===== src/rtl/sar_seq_pkg.sv =====
package sar_seq_pkg;

    // Phases of one conversion, in the order they run.
    typedef enum logic [2:0] {
        PH_IDLE   = 3'd0,
        PH_SETUP  = 3'd1,
        PH_SAMPLE = 3'd2,
        PH_SEARCH = 3'd3,
        PH_TAIL   = 3'd4
    } phase_e;

    // Resolution encoding; both upper codes mean the widest mode.
    localparam logic [1:0] RES_LO  = 2'b00;
    localparam logic [1:0] RES_MID = 2'b01;

endpackage


===== src/rtl/sar_seq_len.sv =====
// Phase lengths in ticks, chosen from the captured mode.
module sar_seq_len
    import sar_seq_pkg::*;
#(
    parameter int CNT_W    = 7,
    parameter int B_LO     = 8,
    parameter int B_MID    = 10,
    parameter int B_HI     = 12,
    parameter int SETUP_T  = 6,
    parameter int SHORT_T  = 7,
    parameter int LONG_T   = 47,
    parameter int TAIL_LO  = 11,
    parameter int TAIL_MID = 13,
    parameter int TAIL_HI  = 9
) (
    input  logic [1:0]       res_mode,
    input  logic             long_mode,
    output logic [CNT_W-1:0] setup_len,
    output logic [CNT_W-1:0] sample_len,
    output logic [CNT_W-1:0] search_len,
    output logic [CNT_W-1:0] tail_len
);

    localparam logic [CNT_W-1:0] SETUP_L  = CNT_W'(SETUP_T);
    localparam logic [CNT_W-1:0] SHORT_L  = CNT_W'(SHORT_T);
    localparam logic [CNT_W-1:0] LONG_L   = CNT_W'(LONG_T);
    localparam logic [CNT_W-1:0] SRCH_LO  = CNT_W'(2 * B_LO);
    localparam logic [CNT_W-1:0] SRCH_MID = CNT_W'(2 * B_MID);
    localparam logic [CNT_W-1:0] SRCH_HI  = CNT_W'(2 * B_HI);

    always_comb begin
        setup_len  = SETUP_L;
        sample_len = long_mode ? LONG_L : SHORT_L;
        case (res_mode)
            RES_LO: begin
                search_len = SRCH_LO;
                tail_len   = CNT_W'(TAIL_LO);
            end
            RES_MID: begin
                search_len = SRCH_MID;
                tail_len   = CNT_W'(TAIL_MID);
            end
            default: begin
                search_len = SRCH_HI;
                tail_len   = CNT_W'(TAIL_HI);
            end
        endcase
    end

endmodule


===== src/rtl/sar_seq_fsm.sv =====
// Phase sequencing, tick counting, mode capture and the done pulse.
module sar_seq_fsm
    import sar_seq_pkg::*;
#(
    parameter int CNT_W = 7
) (
    input  logic             clk,
    input  logic             rst_n,
    input  logic             start,
    input  logic             abort,
    input  logic             cont,
    input  logic [1:0]       res_sel,
    input  logic             long_smp,
    input  logic [CNT_W-1:0] setup_len,
    input  logic [CNT_W-1:0] sample_len,
    input  logic [CNT_W-1:0] search_len,
    input  logic [CNT_W-1:0] tail_len,
    output phase_e           phase,
    output logic [CNT_W-1:0] cnt,
    output logic [1:0]       res_mode,
    output logic             long_mode,
    output logic             latch,
    output logic             xfer,
    output logic             done
);

    localparam logic [CNT_W-1:0] ONE = CNT_W'(1);

    typedef struct packed {
        phase_e           phase;
        logic [CNT_W-1:0] cnt;
        logic [1:0]       mode;
        logic             lng;
        logic             done;
    } fsm_t;

    fsm_t s_q, s_d;

    always_comb begin
        s_d      = s_q;
        s_d.done = 1'b0;
        latch    = 1'b0;
        xfer     = 1'b0;
        case (s_q.phase)
            PH_IDLE: begin
                if (start) begin
                    s_d.phase = PH_SETUP;
                    s_d.cnt   = setup_len - ONE;
                    s_d.mode  = res_sel;
                    s_d.lng   = long_smp;
                end
            end
            PH_SETUP: begin
                if (s_q.cnt == '0) begin
                    s_d.phase = PH_SAMPLE;
                    s_d.cnt   = sample_len - ONE;
                end else begin
                    s_d.cnt = s_q.cnt - ONE;
                end
            end
            PH_SAMPLE: begin
                if (s_q.cnt == '0) begin
                    s_d.phase = PH_SEARCH;
                    s_d.cnt   = search_len - ONE;
                end else begin
                    s_d.cnt = s_q.cnt - ONE;
                end
            end
            PH_SEARCH: begin
                // second tick of each bit slot decides the bit
                latch = ~s_q.cnt[0];
                if (s_q.cnt == '0) begin
                    s_d.phase = PH_TAIL;
                    s_d.cnt   = tail_len - ONE;
                end else begin
                    s_d.cnt = s_q.cnt - ONE;
                end
            end
            PH_TAIL: begin
                if (s_q.cnt == '0) begin
                    xfer     = 1'b1;
                    s_d.done = 1'b1;
                    s_d.cnt  = sample_len - ONE;
                    s_d.phase = cont ? PH_SAMPLE : PH_IDLE;
                end else begin
                    s_d.cnt = s_q.cnt - ONE;
                end
            end
            default: s_d.phase = PH_IDLE;
        endcase
        if (abort) begin
            s_d.phase = PH_IDLE;
            s_d.cnt   = '0;
            s_d.done  = 1'b0;
            latch     = 1'b0;
            xfer      = 1'b0;
        end
    end

    always_ff @(posedge clk or negedge rst_n) begin
        if (!rst_n) s_q <= '0;
        else        s_q <= s_d;
    end

    assign phase     = s_q.phase;
    assign cnt       = s_q.cnt;
    assign res_mode  = s_q.mode;
    assign long_mode = s_q.lng;
    assign done      = s_q.done;

endmodule


===== src/rtl/sar_seq_sar.sv =====
// Approximation register, trial code and held result.
module sar_seq_sar
    import sar_seq_pkg::*;
#(
    parameter int RES_W = 12,
    parameter int IDX_W = 6
) (
    input  logic             clk,
    input  logic             rst_n,
    input  phase_e           phase,
    input  logic [IDX_W-1:0] bit_idx,
    input  logic             latch,
    input  logic             xfer,
    input  logic             cmp_in,
    output logic [RES_W-1:0] dac_code,
    output logic [RES_W-1:0] result
);

    localparam logic [RES_W-1:0] LSB = RES_W'(1);

    typedef struct packed {
        logic [RES_W-1:0] sar;
        logic [RES_W-1:0] res;
    } sar_t;

    sar_t s_q, s_d;
    logic [RES_W-1:0] trial;

    always_comb begin
        s_d   = s_q;
        trial = s_q.sar | (LSB << bit_idx);
        if (phase == PH_SAMPLE) s_d.sar = '0;
        if (latch && cmp_in)    s_d.sar = trial;
        if (xfer)               s_d.res = s_q.sar;
        dac_code = (phase == PH_SEARCH) ? trial : '0;
    end

    always_ff @(posedge clk or negedge rst_n) begin
        if (!rst_n) s_q <= '0;
        else        s_q <= s_d;
    end

    assign result = s_q.res;

endmodule


===== src/rtl/sar_seq.sv =====
// Top: conversion sequencer of a successive-approximation converter.
module sar_seq
    import sar_seq_pkg::*;
#(
    parameter int RES_W    = 12,
    parameter int B_LO     = 8,
    parameter int B_MID    = 10,
    parameter int SETUP_T  = 6,
    parameter int SHORT_T  = 7,
    parameter int LONG_T   = 47,
    parameter int TAIL_LO  = 11,
    parameter int TAIL_MID = 13,
    parameter int TAIL_HI  = 9
) (
    input  logic             clk,
    input  logic             rst_n,
    input  logic             start,
    input  logic             cont,
    input  logic             long_smp,
    input  logic [1:0]       res_sel,
    input  logic             abort,
    input  logic             cmp_in,
    output logic [RES_W-1:0] dac_code,
    output logic             sampling,
    output logic             busy,
    output logic [RES_W-1:0] result,
    output logic             done
);

    localparam int SPAN  = SETUP_T + LONG_T + 2 * RES_W + TAIL_MID + TAIL_LO + TAIL_HI;
    localparam int CNT_W = $clog2(SPAN + 1);
    localparam int IDX_W = CNT_W - 1;

    phase_e           phase;
    logic [CNT_W-1:0] cnt;
    logic [1:0]       res_mode;
    logic             long_mode;
    logic             latch;
    logic             xfer;
    logic [CNT_W-1:0] setup_len, sample_len, search_len, tail_len;

    sar_seq_len #(
        .CNT_W(CNT_W), .B_LO(B_LO), .B_MID(B_MID), .B_HI(RES_W),
        .SETUP_T(SETUP_T), .SHORT_T(SHORT_T), .LONG_T(LONG_T),
        .TAIL_LO(TAIL_LO), .TAIL_MID(TAIL_MID), .TAIL_HI(TAIL_HI)
    ) u_len (
        .res_mode   (res_mode),
        .long_mode  (long_mode),
        .setup_len  (setup_len),
        .sample_len (sample_len),
        .search_len (search_len),
        .tail_len   (tail_len)
    );

    sar_seq_fsm #(.CNT_W(CNT_W)) u_fsm (
        .clk        (clk),
        .rst_n      (rst_n),
        .start      (start),
        .abort      (abort),
        .cont       (cont),
        .res_sel    (res_sel),
        .long_smp   (long_smp),
        .setup_len  (setup_len),
        .sample_len (sample_len),
        .search_len (search_len),
        .tail_len   (tail_len),
        .phase      (phase),
        .cnt        (cnt),
        .res_mode   (res_mode),
        .long_mode  (long_mode),
        .latch      (latch),
        .xfer       (xfer),
        .done       (done)
    );

    sar_seq_sar #(.RES_W(RES_W), .IDX_W(IDX_W)) u_sar (
        .clk      (clk),
        .rst_n    (rst_n),
        .phase    (phase),
        .bit_idx  (cnt[CNT_W-1:1]),
        .latch    (latch),
        .xfer     (xfer),
        .cmp_in   (cmp_in),
        .dac_code (dac_code),
        .result   (result)
    );

    assign sampling = (phase == PH_SAMPLE);
    assign busy     = (phase != PH_IDLE);

endmodule


===== config.mk =====
export PLATFORM = sky130hd
export DESIGN_NAME = sar_seq
export DESIGN_NICKNAME = d
export VERILOG_FILES = /design/src/rtl/sar_seq_pkg.sv /design/src/rtl/sar_seq_len.sv /design/src/rtl/sar_seq_fsm.sv /design/src/rtl/sar_seq_sar.sv /design/src/rtl/sar_seq.sv
export SDC_FILE = /design/constraint.sdc
export NUM_CORES = 1
export LEC_CHECK = 0
export BUFFER_PORTS_ARGS = -buffer_cell sky130_fd_sc_hd__buf_2
export CAP_MARGIN = 20
export CORE_MARGIN = 5
export CORE_UTILIZATION = 30
export CTS_BUF_LIST = sky130_fd_sc_hd__clkbuf_8
export CTS_CLUSTER_SIZE = 40
export DETAILED_ROUTE_END_ITERATION = 12
export MAX_ROUTING_LAYER = met4
export PLACE_DENSITY = 0.5
export SETUP_SLACK_MARGIN = 0.5
export SLEW_MARGIN = 20
export SYNTH_ARGS = -nofsm -noshare
export SYNTH_HDL_FRONTEND = slang
export SYNTH_SLANG_ARGS = --single-unit

===== constraint.sdc =====
create_clock -name clk -period 3.9 [get_ports clk]
set_input_delay 0.78 -clock clk [delete_from_list [all_inputs] [get_ports clk]]
set_output_delay 0.78 -clock clk [all_outputs]
set_load 0.03 [all_outputs]

Word-level counts from Yosys, hierarchy flattened
Cells that the tools add are included.
Cells by class
  add/subtract/negate cells: 4
  multiply operators: 0
  div/mod/pow operators: 0
  magnitude comparators: 0
  equal/unequal tests: 10
  shift operators: 1
  mux-type cells: 23
  bitwise gates (word level): 2
  reduce and logical (&&, ||, !) cells: 11
Operators with widths (count)
  12-bit 2-to-1 mux: 3
  7-bit case mux with 4 select lines: 1
  7-bit 2-to-1 mux: 3
  3-bit case mux with 5 select lines: 1
  13-bit 2-to-1 mux: 1
  3-bit 2-to-1 mux: 4
  3-bit by 2-bit != test with 1-bit output (second input constant): 4
  12-bit OR: 1
  1-bit by 6-bit << shifter with 12-bit output (first input constant): 1
  10-bit 2-to-1 mux: 1
  4-bit case mux with 2 select lines: 1
  7-bit logical NOT: 1
  6-bit by 1-bit subtractor with 7-bit output (second input constant): 1
  7-bit by 1-bit subtractor with 7-bit output (second input constant): 1
  3-bit by 2-bit equality test with 1-bit output (second input constant): 2
  6-bit 2-to-1 mux: 1
  3-bit case mux with 2 select lines: 1
  5-bit by 1-bit subtractor with 6-bit output (second input constant): 1
  1-bit 2-to-1 mux: 5
  5-bit AND reduction: 1
  5-bit nonzero test: 1
  4-bit by 1-bit subtractor with 5-bit output (second input constant): 1
  2-bit AND reduction: 2
  3-bit by 1-bit equality test with 1-bit output (second input constant): 1
  other kinds (11): 11
Storage, ports and cells
  register bits: 38
  bits in latches: 0
  bits in writable memories: 0
  ROM bits: 0
  bits of input ports: 9
  output and inout port bits: 27
  logic and storage cells: 58
  memories kept: 0

Depth between registers and ports, before layout
Gate-level depths: netlist (run 1).
  depth in word-level cells: 6
  depth in mapped cells: 7
  gate-level depth less buffers: 6

By module
A second synthesis (run 1) with hierarchy kept.
Unflattened totals
  cell total of the unflattened synthesis: 325
  area, all modules: 2935.3 µm²
Modules (own cells, without submodules)
  sar_seq_fsm: times used 1, cells each 189, area each 1520.2 µm², seq. area each 350.3 µm²
  sar_seq_sar: times used 1, cells each 104, area each 1192.4 µm², seq. area each 600.6 µm²
  sar_seq_len: times used 1, cells each 30, area each 209.0 µm², seq. area each 0.0 µm²
  sar_seq: times used 1, cells each 2, area each 13.8 µm², seq. area each 0.0 µm²

Least setup slack after synthesis (run 1)
Ideal clock, no wire load.
  kind: flip-flop to output port
  start: register u_fsm.s_q (netlist bit u_fsm.cnt[2])
  end: output port dac_code[4]
  arrival time: 1.655 ns
  data required time: 3.120 ns
  setup slack: 1.465 ns
  cell stages (with the launch flop): 5
  path buffers: 1
  cells stage by stage: dfrtp_1 clkbuf_1 nor4b_1 a21oi_1 nor2_1
On the way
  longest elaborated chain between the ends: 3
RTL lines
  from (decl): line sar_seq_fsm.sv:37  | fsm_t s_q, s_d;
  from (signal assigned): line sar_seq_fsm.sv:101  | if (!rst_n) s_q <= '0;
  from (signal assigned): line sar_seq_fsm.sv:102  | else s_q <= s_d;
  1-bit by 6-bit << shifter with 12-bit output: line sar_seq_sar.sv:31  | trial = s_q.sar | (LSB << bit_idx);
  12-bit OR: line sar_seq_sar.sv:31
  12-bit 2-to-1 mux: line sar_seq_sar.sv:35  | dac_code = (phase == PH_SEARCH) ? trial : '0;
  to (decl): line sar_seq.sv:23  | output logic [RES_W-1:0] dac_code,
Every way passes these cells.

Worst setup path in the final report (run 1)
  start: register u_fsm.s_q (netlist bit u_fsm.cnt[2])
  end: output port dac_code[6]
The elaborated chain is that of the path after synthesis.

==> results by group, run 1 <==
Synthesis
  • Predominant post-synthesis flop cell: dfrtp_1
  • Syn nets: 222
  • Dominant cell type by area after synthesis: dfrtp_1
  • Post-synthesis cell type count: 47
  • Share of the synthesized area in the top cell type: 44.8%
  • Synth Register Bits: 38
  • Top cells by area, synth: dfrtp_1 45%, mux2_1 6.4%, a22o_1 5.4%
  • Syn_area_per_cell: 10.1 µm²
  • Mapped Cells: 211
  • Sequential area share after synthesis: 44.8%
  • Synth warn: 0
  • Asr flop ratio synth: 100%
  • Synthesized cell area: 0.00212 mm²
  • EDFF count, synth: 0

STA
  • Tightest Pin Transition: 846 ps
  • Setup violators final: 0
  • Final setup margin: 1060 ps
  • WHS: 482 ps
  • Fin. Hold Viols: 0
  • Final Skew: 7.73 ps
  • TNS Setup: 0 ps
  • Slew Limit Fails: 0
  • Rel. slew slack: 43.6%
  • Crit share post-route: 72.7%
  • Fmax: 0.353 GHz
  • RSZ-0062 raised after global routing: no
  • Final Critical Period: 2840 ps

Critical path
  • Worst Path Max Fanout: 12
  • Critical Path AT: 2060 ps
  • Critical-path top delay cell: nor4bb_1
  • Nature of the critical path endpoint: output pin
  • Critical-path cell list: nor4bb_1, a21oi_1, nor2_1, buf_2
  • CP max stage delay: 660 ps
  • Worst Path Required: 3120 ps
  • CP startpoint kind: flip-flop
  • Crit Path Class: reg2out

GRT
  • Pin count of the biggest net entering global routing: 39
  • First-pass GRT wire length: 8340 µm
  • Initial antenna violation count: 0
  • GR Util All Layers: 12.6%
  • Vias in the first global route: 1555
  • Congestion Overflow GR: 0

Cells and area
  • Commonest non-fill, non-tap cell in the layout: dfrtp_1
  • Diode count: 0
  • Share of cells above drive strength 1: 23.2%
  • Final core occ: 34.8%
  • Final net count: 239
  • Fin area: 0.00238 mm²
  • P&R area growth vs syn: 11.9%
  • Most frequent cells in the layout: 38 x dfrtp_1, 35 x buf_2, 19 x nor2_1

Power and ir drop
  • Sw power: 0.727 mW
  • Leakage power: 1.11 nW
  • Int Pwr: 0.946 mW
  • Flop pwr share: 35.2%
  • Clock power frac: 20.7%
  • PwrDens: 704 mW/mm²
  • Sw Share: 43.5%
  • Peak VDD IR: 0.318 mV
  • Combinational Power Share: 44.1%

Clock network
  • CTS tree: done
  • Post-CTS resize count: 0
  • H-tree depth: 2
  • Post-CTS Setup Bufs: 0
  • CTS Buf Count: 5
  • Root Buffer: clkbuf_8
  • Worst-path clk slew: 80 ps
  • CTS Buffer Depth: 2
  • Hold Buf Count CTS: 0
  • Clk sinks: 38
  • Clock latency on the worst-skew pair: 290 ps

Die
  • Core outline area: 0.00683 mm²
  • Die height: 94.1 µm
  • Num ports: 36
  • Initial Util: 31.1%
  • Die width: 94.1 µm
  • Row count: 30
  • Die ar.: 0.00886 mm²

Route
  • Avg WL per Cell: 15.6 µm
  • 1st-pass router iterations: 4
  • DR vias/cell: 4.99
  • Vias post-DR: 1616
  • DRC: 0
  • Drt total wl: 5060 µm
  • DRT iter0 DRCs: 97
  • DRT antenna net count: 0

Placement
  • Gpl congestion: 0.787
  • Worst slack at placement: 1410 ps
  • Post-DP Area: 0.00226 mm²
  • I/O Buffers: 35
  • Dpl hpwl: 3580 µm

Min path
  • Worst hold path type: reg2reg

Run status
  • Status: complete, no violations

Flow run
  • Max_cap viols: 0
[cell type report]
cell class	instances	area (µm²)
clock buffer	6	82.6
timing repair buffer	36	183
multi-input combinational	141	987
tap	96	120
fill	726	4460
sequential	38	951
clock inverter	1	30.0
inverter	6	22.5
[power by group through the flow]
stage          clock network, mW  logic [mW]  registers [mW]
2_1_floorplan                  0       0.663           0.516
3_3_place_gp                   0       0.741           0.591
3_5_place_dp                   0       0.737           0.597
4_1_cts                    0.355       0.742           0.589
5_1_grt                    0.374       0.829           0.606
6_report                   0.346       0.737           0.590
[worst max-delay path: cells and delay by family, from the launching register on]
family	cells	cell delay, ps
AO/OA/AOI/OAI	1	150
buffers and inverters	1	220
flip-flops	1	620
AND/OR/NAND/NOR	2	780
[metrics by stage]
stage	power, mW	cells
finish	1.67	324
global placement	1.33	317
detailed placement	1.33	317
floorplan	1.18	211
global route	1.81	324
CTS	1.69	324
[flip-flops by register name (all words and copies together), names as in the netlist]
signal,count
u_fsm.phase,3
u_fsm.res_mode,2
u_sar.s_q,12
u_fsm.cnt,7
u_sar.result,12
u_fsm.done,1
u_fsm.long_mode,1
[metal layers]
metal	vias to the layer above	wire [µm]	global-route usage [%]
li1	792	-	-
met1	776	2500	16.7
met2	39	2210	18.3
met3	9	255	2.96
met4	0	97	5.17
met5	-	0	-
[logic make-up after synthesis]
group	synth area share, %
AOI/OAI and AO/OA	17.8
xor gates and xnor gates	1.65
adders and majority gates	1.18
buffers and inverters	8.72
DFF	44.8
muxes	7.96
and+or+nand+nor	17.9
[worst paths after layout]
check                                start                end  slack [ps]  cells after the start
max reg2reg                 u_fsm.phase[0]      u_sar.s_q[23]        1330                      4
max                           u_fsm.cnt[2]        dac_code[6]        1060                      4
min reg2reg                u_sar.result[5]    u_sar.result[5]         480                      1
min                        u_sar.result[5]    u_sar.result[5]         480                      1
max in group asynchronous            rst_n  u_fsm.res_mode[1]        2770                      1
min in group asynchronous            rst_n         u_fsm.done         590                      1
[cell usage after synthesis (all sizes together) (2+ instances only)]
master / n
a32o: 4
nand3: 4
or4: 3
or3: 2
nand2: 10
o21ai: 9
a22o: 13
nor2b: 2
clkbuf: 10
a21oi: 17
nor3: 9
mux2: 15
o32ai: 2
buf: 16
xnor2: 2
o31ai: 2
inv: 6
nor2: 20
ha: 2
nor4: 2
xor2: 2
nand2b: 6
dfrtp: 38
No activity file was read; power rests on OpenSTA's default activity.
==> inputs of run 2 (changes only) <==
PLACE_DENSITY = 0.52   (was 0.5)
clock period = 2.6 ns   (was 3.9 ns; I/O delays follow)
==> run 2 against run 1 <==
Via count rose by 11%; final cell count rose by 10%; final area rose by 16%; sequential power rose by 45%; core utilization rose by 5.7 points; non-clock buffer count rose by 32; hold slack got worse by 150 ps; clock skew rose by 5.8 ps; critical endpoint is now dac_code[1]; critical path type unchanged; largest cell class unchanged; count of clock-buffer cells in the layout fell by 1.
==> results by group, run 2 (synthesis results as in run 1) <==
Power and ir drop
  • PwrDens: 1090 mW/mm² (+54%)
  • Leakage power: 1.28 nW (+15%)
  • Peak VDD IR: 0.523 mV (+64%)
  • Total power: 3.01 mW (+80%)

STA
  • Fin. Hold Viols: 0 (unchanged)
  • Rel. slew slack: 42.3% (-1.3 points)
  • Slew Limit Fails: 0 (unchanged)
  • Crit share post-route: 79.3%
  • RSZ-0062 raised after global routing: yes
  • TNS Setup: 0 ps (unchanged)
  • Fmax: 0.485 GHz
  • WHS: 332 ps (-149 ps)
  • Final Critical Period: 2060 ps
  • Setup violators final: 0 (unchanged)
  • Tightest Pin Transition: 866 ps (+20.1 ps)
  • Final Skew: 13.5 ps (+5.80 ps)

Placement
  • Gpl congestion: 0.819 (+4.1%)
  • I/O Buffers: 35 (unchanged)
  • Dpl hpwl: 3580 µm (about the same)
  • Dpl cells: 324 (+2.2%)

Cells and area
  • Commonest non-fill, non-tap cell in the layout: buf_4
  • Most frequent cells in the layout: 37 x buf_4, 30 x dfrtp_1, 25 x buf_2
  • P&R area growth vs syn: 30.3%
  • Share of cells above drive strength 1: 42.5% (+19 points)
  • Final net count: 271 (+13%)
  • Diode count: 0 (unchanged)
  • Final Instance Count excl. Fillers: 357 (+10%)

GRT
  • First-pass GRT wire length: 8750 µm (+5.0%)
  • GR Util All Layers: 12.9% (+0.33 points)
  • Congestion Overflow GR: 0 (unchanged)
  • Pin count of the biggest net entering global routing: 39 (unchanged)
  • Vias in the first global route: 1714 (+10%)
  • Initial antenna violation count: 0 (unchanged)

Route
  • DR vias/cell: 5.01 (+0.36%)
  • DRC: 0 (unchanged)
  • Vias post-DR: 1787 (+11%)
  • Drt total wl: 5260 µm (+3.9%)
  • DRT antenna net count: 0 (unchanged)
  • Avg WL per Cell: 14.7 µm (-5.7%)
  • 1st-pass router iterations: 4 (unchanged)
  • DRT iter0 DRCs: 78 (-20%)

Clock network
  • Clock latency on the worst-skew pair: 300 ps (about the same)
  • CTS tree: done
  • Clk sinks: 38 (unchanged)
  • H-tree depth: 2 (unchanged)
  • Root Buffer: clkbuf_8
  • Worst-path clk slew: 80 ps (about the same)
  • CTS Buffer Depth: 2 (unchanged)
  • CTS Buf Count: 5 (unchanged)

Critical path
  • CP max stage delay: 460 ps (-200 ps)
  • Crit Path Class: reg2out
  • Worst Path Max Fanout: 6 (-6)
  • Worst Path Required: 2080 ps (-1040 ps)
  • CP startpoint: u_fsm.cnt[5]
  • Worst reg2reg endpoint: u_fsm.cnt[4]
  • Reg2Reg Depth: 5 (+1)
  • Nature of the critical path endpoint: output pin
  • Critical-path top delay cell: dfrtp_2
  • Critical Path AT: 1540 ps (-520 ps)
  • Worst R2R Setup Slack: 590 ps (-740 ps)
  • Reg2reg start: u_fsm.cnt[5]
  • CP startpoint kind: flip-flop
  • Critical-path cell list: nor4_4, a21oi_1, nor2_1, buf_2

Die
  • Die height: 94.1 µm (unchanged)
  • Die width: 94.1 µm (unchanged)
  • Row count: 30 (unchanged)
  • Die ar.: 0.00886 mm² (unchanged)
  • Num ports: 36 (unchanged)
  • Initial Util: 31.1% (unchanged)
  • Core outline area: 0.00683 mm² (unchanged)

Min path
  • Worst hold path type: in2async

Flow run
  • Max_cap viols: 0 (unchanged)

Run status
  • Status: complete, no violations
-- run 2: per-stage QoR --
stage | utilization, % | setup slack (ps) | cell area [µm²]
after global routing | 40.5 | 421 | 2770
after detailed placement | 34.0 | 518 | 2330
final | 40.5 | 539 | 2770
after floorplan | - | 513 | 2130
after CTS | 38.2 | 480 | 2610
after global placement | 34.0 | 542 | 2330
-- run 2: critical path, delay by kind of cell (launching register included) --
kind | cells | cell delay, ps
flip-flops | 1 | 460
AND/OR/NAND/NOR | 2 | 460
AO/OA/AOI/OAI | 1 | 130
buffers and inverters | 1 | 200
-- run 2: worst max path at each step --
stage,end
final,dac_code[1]
after global routing,dac_code[1]
after CTS,dac_code[8]
after detailed placement,u_sar.result[4]
after global placement,dac_code[9]
after floorplan,dac_code[2]
-- run 2: where the power goes --
| group | switching, mW | internal [mW] | total [mW] | leakage (nW) |
|---|---|---|---|---|
| registers | 0.161 | 0.694 | 0.855 | 0.506 |
| logic | 0.875 | 0.765 | 1.64 | 0.721 |
| clock network | 0.229 | 0.285 | 0.515 | 0.0504 |
-- run 2: timing repair --
item / 4_1_cts / 5_1_grt
setup buffers: 13 / 12
hold buffers: 0 / 0
setup endpoints to repair: 14 / 28
pin swaps: 1 / 6
gates resized for setup: 23 / 24
gates cloned: 0 / 0
-- run 2: area by class of cell --
| cell class | instances | area, µm² |
|---|---|---|
| flip-flops and latches | 38 | 961 |
| fillers | 727 | 4060 |
| inverters | 6 | 22.5 |
| clock inverters | 3 | 45.0 |
| multi-input cells | 141 | 1070 |
| repair buffers | 68 | 475 |
| well taps | 96 | 120 |
| clock buffers | 5 | 68.8 |
-- run 2: layer usage --
layer  share of wire, %  wire length [µm]  global-route usage (%)  vias up
met4               0.74                39                    4.21        0
met3                5.7               299                    2.80        6
li1                   -                 -                       -      857
met1                 48              2510                    17.4      863
met5                  0                 0                       -        -
met2                 46              2410                    19.2       61
